File: src/rtl/vend_pkg.sv
package vend_pkg;

    // Credit held by the controller, in ascending order of value.
    typedef enum logic [1:0] {
        CR_0  = 2'd0,
        CR_5  = 2'd1,
        CR_10 = 2'd2,
        CR_15 = 2'd3
    } credit_t;

    // Coin seen in one clock cycle after decoding the two pulse inputs.
    typedef enum logic [1:0] {
        COIN_NONE   = 2'd0,
        COIN_NICKEL = 2'd1,
        COIN_DIME   = 2'd2
    } coin_t;

    localparam int unsigned NUM_CREDITS = 4;
    localparam int unsigned BIN_BITS    = $clog2(NUM_CREDITS);

endpackage

File: src/rtl/vend_coin_decode.sv
module vend_coin_decode
    import vend_pkg::*;
(
    input  logic  nickel_i,
    input  logic  dime_i,
    output coin_t coin_o
);

    // A dime pulse takes priority, so a double pulse reads as one dime.
    always_comb begin
        if (dime_i) begin
            coin_o = COIN_DIME;
        end else if (nickel_i) begin
            coin_o = COIN_NICKEL;
        end else begin
            coin_o = COIN_NONE;
        end
    end

endmodule

File: src/rtl/vend_next_credit.sv
module vend_next_credit
    import vend_pkg::*;
(
    input  credit_t credit_i,
    input  coin_t   coin_i,
    output credit_t credit_nxt_o
);

    always_comb begin
        credit_nxt_o = credit_i;
        unique case (credit_i)
            CR_0: begin
                if (coin_i == COIN_DIME) begin
                    credit_nxt_o = CR_10;
                end else if (coin_i == COIN_NICKEL) begin
                    credit_nxt_o = CR_5;
                end
            end
            CR_5: begin
                if (coin_i == COIN_DIME) begin
                    credit_nxt_o = CR_15;
                end else if (coin_i == COIN_NICKEL) begin
                    credit_nxt_o = CR_10;
                end
            end
            CR_10: begin
                if (coin_i != COIN_NONE) begin
                    credit_nxt_o = CR_15;
                end
            end
            CR_15: begin
                // Saturated: coins are absorbed, only reset leaves.
                credit_nxt_o = CR_15;
            end
            default: credit_nxt_o = CR_0;
        endcase
    end

endmodule

File: src/rtl/vend_state_store.sv
module vend_state_store
    import vend_pkg::*;
#(
    parameter bit ONE_HOT = 1'b0
)(
    input  logic    clk,
    input  logic    rst,
    input  credit_t credit_nxt_i,
    output credit_t credit_o,
    output logic    release_o
);

    generate
        if (ONE_HOT) begin : g_onehot
            localparam int unsigned W = NUM_CREDITS;
            logic [W-1:0] q_r;
            logic [W-1:0] q_nxt;

            always_comb begin
                q_nxt = '0;
                q_nxt[credit_nxt_i] = 1'b1;
            end

            always_ff @(posedge clk) begin
                if (rst) begin
                    q_r <= W'(1);
                end else begin
                    q_r <= q_nxt;
                end
            end

            always_comb begin
                if (q_r[3]) begin
                    credit_o = CR_15;
                end else if (q_r[2]) begin
                    credit_o = CR_10;
                end else if (q_r[1]) begin
                    credit_o = CR_5;
                end else begin
                    credit_o = CR_0;
                end
                release_o = q_r[3];
            end

            a_r9_onehot_valid: assert property (@(posedge clk) disable iff (rst)
                $countones(q_r) == 1);
        end else begin : g_binary
            logic [BIN_BITS-1:0] q_r;

            always_ff @(posedge clk) begin
                if (rst) begin
                    q_r <= '0;
                end else begin
                    q_r <= credit_nxt_i;
                end
            end

            always_comb begin
                credit_o  = credit_t'(q_r);
                release_o = q_r[1] & q_r[0];
            end
        end
    endgenerate

endmodule

File: src/rtl/vend_ctrl.sv
module vend_ctrl
    import vend_pkg::*;
#(
    parameter bit ONE_HOT = 1'b0
)(
    input  logic clk,
    input  logic rst,
    input  logic nickel_in,
    input  logic dime_in,
    output logic release_out
);

    coin_t   coin;
    credit_t credit;
    credit_t credit_nxt;

    vend_coin_decode u_decode (
        .nickel_i (nickel_in),
        .dime_i   (dime_in),
        .coin_o   (coin)
    );

    vend_next_credit u_next (
        .credit_i     (credit),
        .coin_i       (coin),
        .credit_nxt_o (credit_nxt)
    );

    vend_state_store #(.ONE_HOT(ONE_HOT)) u_store (
        .clk          (clk),
        .rst          (rst),
        .credit_nxt_i (credit_nxt),
        .credit_o     (credit),
        .release_o    (release_out)
    );

    a_r1_reset_clears: assert property (@(posedge clk) disable iff (rst)
        $past(rst) |-> (credit == CR_0 && !release_out));

    a_r2_idle_hold: assert property (@(posedge clk) disable iff (rst)
        (coin == COIN_NONE) |=> $stable(credit));

    a_r3_nickel_from_zero: assert property (@(posedge clk) disable iff (rst)
        (credit == CR_0 && coin == COIN_NICKEL) |=> credit == CR_5);

    a_r5_ten_completes: assert property (@(posedge clk) disable iff (rst)
        (credit == CR_10 && coin != COIN_NONE) |=> release_out);

    a_r6_rise_after_coin: assert property (@(posedge clk) disable iff (rst)
        $rose(release_out) |-> $past(nickel_in || dime_in));

    a_r7_full_holds: assert property (@(posedge clk) disable iff (rst)
        release_out |=> release_out);

    a_r8_double_is_dime: assert property (@(posedge clk) disable iff (rst)
        (credit == CR_0 && nickel_in && dime_in) |=> credit == CR_10);

endmodule

File: config.mk
export PLATFORM = sky130hd
export DESIGN_NAME = vend_ctrl
export DESIGN_NICKNAME = d
export VERILOG_FILES = /design/src/rtl/vend_pkg.sv /design/src/rtl/vend_coin_decode.sv /design/src/rtl/vend_next_credit.sv /design/src/rtl/vend_state_store.sv /design/src/rtl/vend_ctrl.sv
export SDC_FILE = /design/constraint.sdc
export NUM_CORES = 1
export LEC_CHECK = 0
export BUFFER_PORTS_ARGS = -buffer_cell sky130_fd_sc_hd__buf_2
export CAP_MARGIN = 20
export CORE_AREA = 2 2 39 41
export CTS_BUF_LIST = sky130_fd_sc_hd__clkbuf_4 sky130_fd_sc_hd__clkbuf_8 sky130_fd_sc_hd__clkbuf_16
export DETAILED_ROUTE_END_ITERATION = 10
export DIE_AREA = 0 0 41 43
export HOLD_SLACK_MARGIN = 0.03
export PLACE_DENSITY = 0.3
export SETUP_SLACK_MARGIN = 0.15
export SYNTH_ARGS = -nofsm -noshare
export SYNTH_HDL_FRONTEND = slang
export SYNTH_SLANG_ARGS = --single-unit
File: constraint.sdc
create_clock -name clk -period 0.9 [get_ports clk]
set_clock_uncertainty 0.15 [all_clocks]
set_input_delay 0.09 -clock clk [delete_from_list [all_inputs] [get_ports clk]]
set_output_delay 0.09 -clock clk [all_outputs]
set_load 0.02 [all_outputs]
Word-level counts from Yosys, hierarchy flattened
Index checks and enable logic that the tools add are counted.
{ "totals": {"output_inout_bits": 1, "regBits": 2} }
{ "classes": {"reduce_logical": 3, "n_bitwise": 1, "muxes": 8, "eq_ne": 8} }
{ "op_table": {"columns": ["op", "count"], "rows": [
  ["two-way mux 2 bit", 6],
  ["one-hot mux 2 bit (4 select lines)", 1],
  ["== test 2 bit (second input constant)", 3],
  ["inequality test 3 x 1 -> 1 bit (second input constant)", 2],
  ["== test 2 x 1 -> 1 bit (second input constant)", 2],
  ["AND reduction 3 bit", 1],
  ["logical NOT 2 bit", 1],
  ["inequality test 2 x 1 -> 1 bit (second input constant)", 1],
  ["nonzero test 2 bit", 1],
  ["AND 1 bit", 1],
  ["two-way mux 1 bit", 1]
]} }

Depth between registers and ports, before layout
Gate-level depths: netlist of run 1.
{ "logic_depth": {"ltp_word": 6, "depth_mapped": 2, "mapped_depth_nobuf": 2} }

By module
From an unflattened synthesis of run 1, not the netlist that was laid out.
{ "unflattened": {"cells_unflattened": 12, "area_unflattened_um2": 122.6} }
{ "modules_own_cells": {"columns": ["module", "cells_per_inst", "n_inst", "area_per_inst_um2", "seq_area_each_um2"], "rows": [
  ["vend_state_store", 5, 1, 58.8, 40.0],
  ["vend_next_credit", 5, 1, 42.5, 0.0],
  ["vend_coin_decode", 2, 1, 21.3, 0.0]
]} }

Worst setup path after synthesis of run 1
OpenSTA, ideal clock, no wires.
{ "synth_path": {"path_kind": "reg2reg", "from": "reg u_store.g_binary.q_r[0] (netlist: u_store.credit_o[0])", "to": "reg u_store.g_binary.q_r[0] (netlist: u_store.credit_o[0])", "setup_slack_ns": 0.018, "required_time_ns": 0.664, "period_less_slack_ns": 0.882, "setup_time_ns": 0.086, "path_stages_with_launch": 3, "arrival_ns": 0.646, "path_cell_list": "dfxtp_1 -> and2_0 -> a221oi_2"} }
{ "synth_via": {"elab_chain_len": 3, "word_cells_on_any_way": 9, "classes_between": "eq/ne: 6; mux: 1; reduce/logical: 2"} }
{ "synth_rtl": {"columns": ["item", "line", "text"], "rows": [
  ["start, declared", "vend_state_store.sv:48", "logic [BIN_BITS-1:0] q_r;"],
  ["start signal, assigned", "vend_state_store.sv:54", "q_r <= credit_nxt_i;"],
  ["== test 2 x 1 -> 1 bit, or another cell as far along", "vend_next_credit.sv:11", "unique case (credit_i)"],
  ["inequality test 3 x 1 -> 1 bit (no line) / inequality test 2 x 1 -> 1 bit (equally long branches)", null, null],
  ["AND reduction 3 bit (no line)", null, null]
]} }
Parallel ways exist; a longest one is shown, timed or not.
A chain may end at the register's enable or synchronous reset.

Final worst setup path of run 1
{ "layout_path": {"from": "reg u_store.g_binary.q_r[1] (netlist: u_store.credit_o[1])", "to": "out release_out"} }
{ "layout_via": {"elab_chain_len": 1} }
{ "layout_rtl": {"columns": ["item", "line", "text"], "rows": [
  ["AND 1 bit", "vend_state_store.sv:60", "release_o = q_r[1] & q_r[0];"],
  ["end, declared", "vend_ctrl.sv:10", "output logic release_out"]
]} }
No other way between the ends.

==> run metrics, run 1 <==
outcome=finished, violations left; failing checks=negative hold slack, negative setup slack; routability cong.=0.562; Mapped Avg Cell Area=approximately 9.4 sq um; commonest non-fill, non-tap cells in the layout=clkbuf_4 (3), buf_2 (3), and2_4 (2), buf_6 (2), dfxtp_2 (2); Slew Limit Headroom=0.884; Place WS=-0.0259 ns; clock root cell=clkbuf_4; htree depth=1; wire per inst=~7.5 microns; Final setup viols=2; sequential share of the synthesized area=0.427; Total Wirelength=between 200 and 300 microns; Die Width=41 microns; ANT cells=0; effective utilization at floorplan=0.0678; CP Cell Sequence=and2_4 > buf_6; final hold vios=2; CP Launch Type=register; max reg flops=2; DRC Markers=0; critical path type=register to primary output; CP required=~0.66 ns; CTS max path bufs=2; Max Cap Viol=0; design area=approximately 200 sq um; clk sinks=2; synthesized cell area=between 90 and 100 sq um; hold_sp=rst; r2r setup slk=-0.11 ns; clock tree from TritonCTS=yes; Netlist cell types=9; share of cells above drive strength 1=0.789; initial antenna violation count=0; Synth Net Count=14; aggregate global routing overflow=0; Pwr per Cell Area=around 1900 nW/um^2; Critical R2R Launch=u_store.credit_o[0]; PortBufs=4; pin count of the biggest net entering global routing=4; Crit. End Element=primary output; GRT Util Overall=0.0521; clock slew seen by the registers of the worst setup and hold paths=approximately 0.03 ns; Worst Setup Slack, final=-0.137 ns; Core Rows=14; post-DP HPWL=around 160 microns; fin crit period=around 1.0 ns; RSZ-0062 raised after global routing=true; die area=between 1500 and 2000 sq um; Hold WC Path Type=input pin to register; global-route wire length before repair=slightly above 500 microns; yosys warns=0; Final Non-Filler Cells=35; length of the first detailed-routing pass in iterations=1; Least-Margin Pin Slew=~0.17 ns; vias=~110; worst setup path start=u_store.credit_o[1]; Max IR drop VDD=between 300 and 400 uV; Clk Latency, worst-skew pair=0.22 ns; core area=between 1000 and 1500 sq um; post-layout net count=25; Fillers=~160; setup TNS=-0.248 ns; P_leak=between 0.08 and 0.09 nW; worst endpoint data arrival time=around 0.80 ns; placed cell count=30; final hold slack=-0.116 ns; vias in the first global route=roughly 130; placed cell area=between 100 and 150 sq um; vias per inst=between 3 and 4; P&R area growth vs syn=109%; fin util=0.142; # IOs=5; Cells after Synth=10; DRT iter0 DRCs=0; fmax=a little under 1000 MHz; CTS buffer count=3; Worst Path Max Fanout=2; Tcrit/Tclk final=1.15; FF+latch count, synth=2; Die H=about 43 microns; critical path's slowest cell=dfxtp_2; slowest cell delay on critical path=0.31 ns; Final Max Tran Viols=0; post-route ant nets=0
area by class of cell:
cell class | count | area (sq um) | area share
multi-input combinational | 7 | 62.6 | 0.318
timing repair buffer | 6 | 45.0 | 0.229
sequential | 2 | 42.5 | 0.217
clock buffer | 3 | 22.5 | 0.115
tap | 16 | 20.0 | 0.102
inverter | 1 | 3.75 | 0.0191
where the power goes:
group | internal (mW) | leakage (nW) | switching (mW) | total (mW)
clock | 0.147 | 0.0138 | 0.0510 | 0.198
combinational | 0.0381 | 0.0564 | 0.0277 | 0.0658
sequential | 0.0990 | 0.0171 | 0.00467 | 0.104
cell families after synthesis:
group | synth area share
AO/OA/AOI/OAI | 0.213
buffers and inverters | 0.0400
AND/OR/NAND/NOR | 0.213
flip-flops | 0.427
multiplexers | 0.107
routing by layer:
metal	part of all wire	up-vias	global-route usage	wire, microns
met5	0	-	0	0
met4	0	0	0.0800	0
met3	0.12	0	0.0524	31
met2	0.47	5	0.0531	123
met1	0.41	51	0.0415	107
li1	-	52	-	-
Yosys cell counts:
| cell | count | area share |
|---|---|---|
| dfxtp_1 | 2 | 0.43 |
| a21oi_1 | 1 | 0.053 |
| a221oi_2 | 1 | 0.16 |
| and2_0 | 1 | 0.067 |
| and2_1 | 1 | 0.067 |
| inv_1 | 1 | 0.040 |
| mux2i_1 | 1 | 0.11 |
| nand2_1 | 1 | 0.040 |
| nor2_1 | 1 | 0.040 |
what timing repair did:
item,CTS,global route
setup endpoints to repair,3,3
resized for setup,8,0
pin swaps,1,1
buffers inserted,2,0
endpoints found under the hold margin,2,2
path summary, 6_finish.rpt:
path / depth (start not counted) / end
hold / removal: 2 / u_store.credit_o[0]
hold reg to reg: 3 / u_store.credit_o[1]
setup reg to reg: 3 / u_store.credit_o[0]
setup / recovery: 2 / release_out
critical path: cells and delay by family, from the launching register on:
| kind | cells | cell delay (ns) |
|---|---|---|
| DFF | 1 | 0.31 |
| and+or+nand+nor | 1 | 0.15 |
| buffers and inverters | 1 | 0.12 |
per-stage QoR:
stage	total power [mW]	hold WS [ns]
after floorplan	0.128	0.00625
after global placement	0.141	0.117
after detailed placement	0.143	0.125
after CTS	0.385	-0.127
after global routing	0.408	-0.130
final	0.368	-0.116
(Power assumes the default switching activity.)
==> inputs of run 2 (changes only) <==
Settings changed: ABC_AREA set to 1.
==> run metrics, run 2 <==
outcome=finished, violations left; failing checks=negative hold slack, negative setup slack; Pwr per Cell Area=1970 nW/um^2; die area=roughly 1800 sq um; pin count of the biggest net entering global routing=5; Die H=approximately 43 microns; Synth Net Count=17; initial antenna violation count=0; main combinational cell family by area after synthesis=compound AO/OA/AOI/OAI gates; clock power share=0.556; Tcrit/Tclk final=1.10; CP bufs+invs=2; wire per inst=about 6.7 microns; clock tree from TritonCTS=yes; vias per inst=approximately 3.2; clock slew seen by the registers of the worst setup and hold paths=0.03 ns; core area=1380 sq um; length of the first detailed-routing pass in iterations=1; Netlist cell types=8; htree depth=1; worst endpoint data arrival time=~0.75 ns; biggest area consumer among synthesized cells=dfxtp_1; DRT iter0 DRCs=0; Core Rows=14; synthesized cell area=about 98 sq um; Fillers=~160; design area=around 180 sq um; share of cells above drive strength 1=0.714; Worst Path Max Fanout=2; Crit. End Element=primary output; Final Non-Filler Cells=37; Hold Path Stages=2; vias=around 120; Hold WC Path Type=input pin to register; commonest non-fill, non-tap cells in the layout=clkbuf_4 (3), buf_2 (3), a21oi_2 (2), inv_1 (2), dfxtp_2 (2); Compound-Gate Fraction of Synth Area=0.333; Post-synth top cells=inv_1 (3), a21oi_1 (2), dfxtp_1 (2), nand2_1 (2); slowest cell delay on critical path=between 0.3 and 0.4 ns; RSZ-0062 raised after global routing=true; number of synthesized flops with an enable pin=0; Synth Area in Adders=0; global-route wire length before repair=386 microns; fin util=0.132; top-count cell post-synth=inv_1; CP Cell Sequence=nand2_2 > inv_2 > buf_6; aggregate global routing overflow=0; Total Wirelength=around 250 microns; Combinational Power Share=0.155; CTS buffer count=3; critical path's slowest cell=dfxtp_2; CP Launch Type=register; xor/xnor share of the synthesized area=0; post-route ant nets=0; Net Switching=about 0.086 mW; P&R area growth vs syn=87.2%; Final Max Tran Viols=0; sequential share of the synthesized area=0.410; setup TNS=-0.150 ns; Slew Limit Headroom=0.865; post-layout net count=27; max reg flops=2; Final setup viols=2; P_leak=between 0.08 and 0.09 nW; Max Cap Viol=0; effective utilization at floorplan=0.0705; Worst Setup Slack, final=-0.0944 ns; DRC Markers=0; final hold slack=-0.116 ns; placed cell count=33; Max IR drop VDD=roughly 580 uV; Stages on worst setup path=3; Die Width=just over 40 microns; FF-to-FF path depth=4; Least-Margin Pin Slew=~0.2 ns; Yosys top cell area share=0.410; GRT Util Overall=0.0430; Synth Flop Type=dfxtp_1; ys async rst share=0; Mapped Avg Cell Area=approximately 7.5 sq um; vias in the first global route=roughly 110; Simple-Gate Fraction of Synth Area=0.141; Reg power frac=0.290; PortBufs=4; # IOs=5; clk sinks=2; fin crit period=slightly below 1 ns; post-synthesis mux area share=0; final hold vios=2; CTS max path bufs=2; placed cell area=roughly 140 sq um; CP delay by family, top=flip-flops; fmax=between 1000 and 1500 MHz; clock root cell=clkbuf_4; ANT cells=0; FF+latch count, synth=2; Sw Share=0.239; Clk Latency, worst-skew pair=around 0.22 ns; Cells after Synth=13; Pint=roughly 0.27 mW; synth top area cells=dfxtp_1 (41%), inv_1 (12%), a21oi_1 (10%); yosys warns=0; critical path type=register to primary output; CP required=~0.66 ns
-- run 2: worst paths after layout --
kind | to | slack, ns | start
min reg2reg | u_store.credit_o[1] | 0.34 | u_store.credit_o[1]
max reg2reg | u_store.credit_o[0] | -0.06 | u_store.credit_o[0]
min | u_store.credit_o[0] | -0.12 | rst
max | release_out | -0.09 | u_store.credit_o[0]
-- run 2: logic make-up after synthesis --
| logic type | after synthesis |
|---|---|
| AO/OA/AOI/OAI | 5 |
| AND/OR/NAND/NOR | 3 |
| flip-flops | 2 |
| buffers and inverters | 3 |
-- run 2: layer usage --
layer | wire (microns) | track usage
met1 | 82 | 0.0255
met2 | 135 | 0.0531
met3 | 17 | 0.0314
met4 | 14 | 0.0800
met5 | 0 | 0
-- run 2: power by group through the flow --
| stage | combinational (mW) | sequential (mW) | clock (mW) |
|---|---|---|---|
| after global placement | 0.0368 | 0.105 | 0 |
| after CTS | 0.0560 | 0.103 | 0.209 |
| after detailed placement | 0.0398 | 0.106 | 0 |
| after floorplan | 0.0242 | 0.105 | 0 |
| final | 0.0556 | 0.104 | 0.200 |
| after global routing | 0.0614 | 0.105 | 0.220 |
-- run 2: cell type report --
type                    count  area [sq um]  area share
flip-flops and latches      2          42.5       0.233
multi-input cells           8          52.6       0.288
clock buffers               3          22.5       0.123
well taps                  16          20.0       0.110
inverters                   3          11.3      0.0616
repair buffers              5          33.8       0.185
-- run 2: per-stage QoR --
stage	worst slack, ns	hold slack, ns	total power, mW
finish	-0.0944	-0.116	0.359
global route	-0.128	-0.118	0.387
global placement	0.0774	0.105	0.142
floorplan	0.119	-0.00492	0.129
detailed placement	0.0545	0.115	0.146
CTS	-0.0998	-0.121	0.367
-- run 2: repair_timing --
action / 4_1_cts / 5_1_grt
endpoints found under the setup margin: 3 / 3
setup buffers: 1 / 0
endpoints found under the hold margin: 2 / 2
pin swaps: 0 / 2
resized for setup: 5 / 1
cloned: 0 / 0
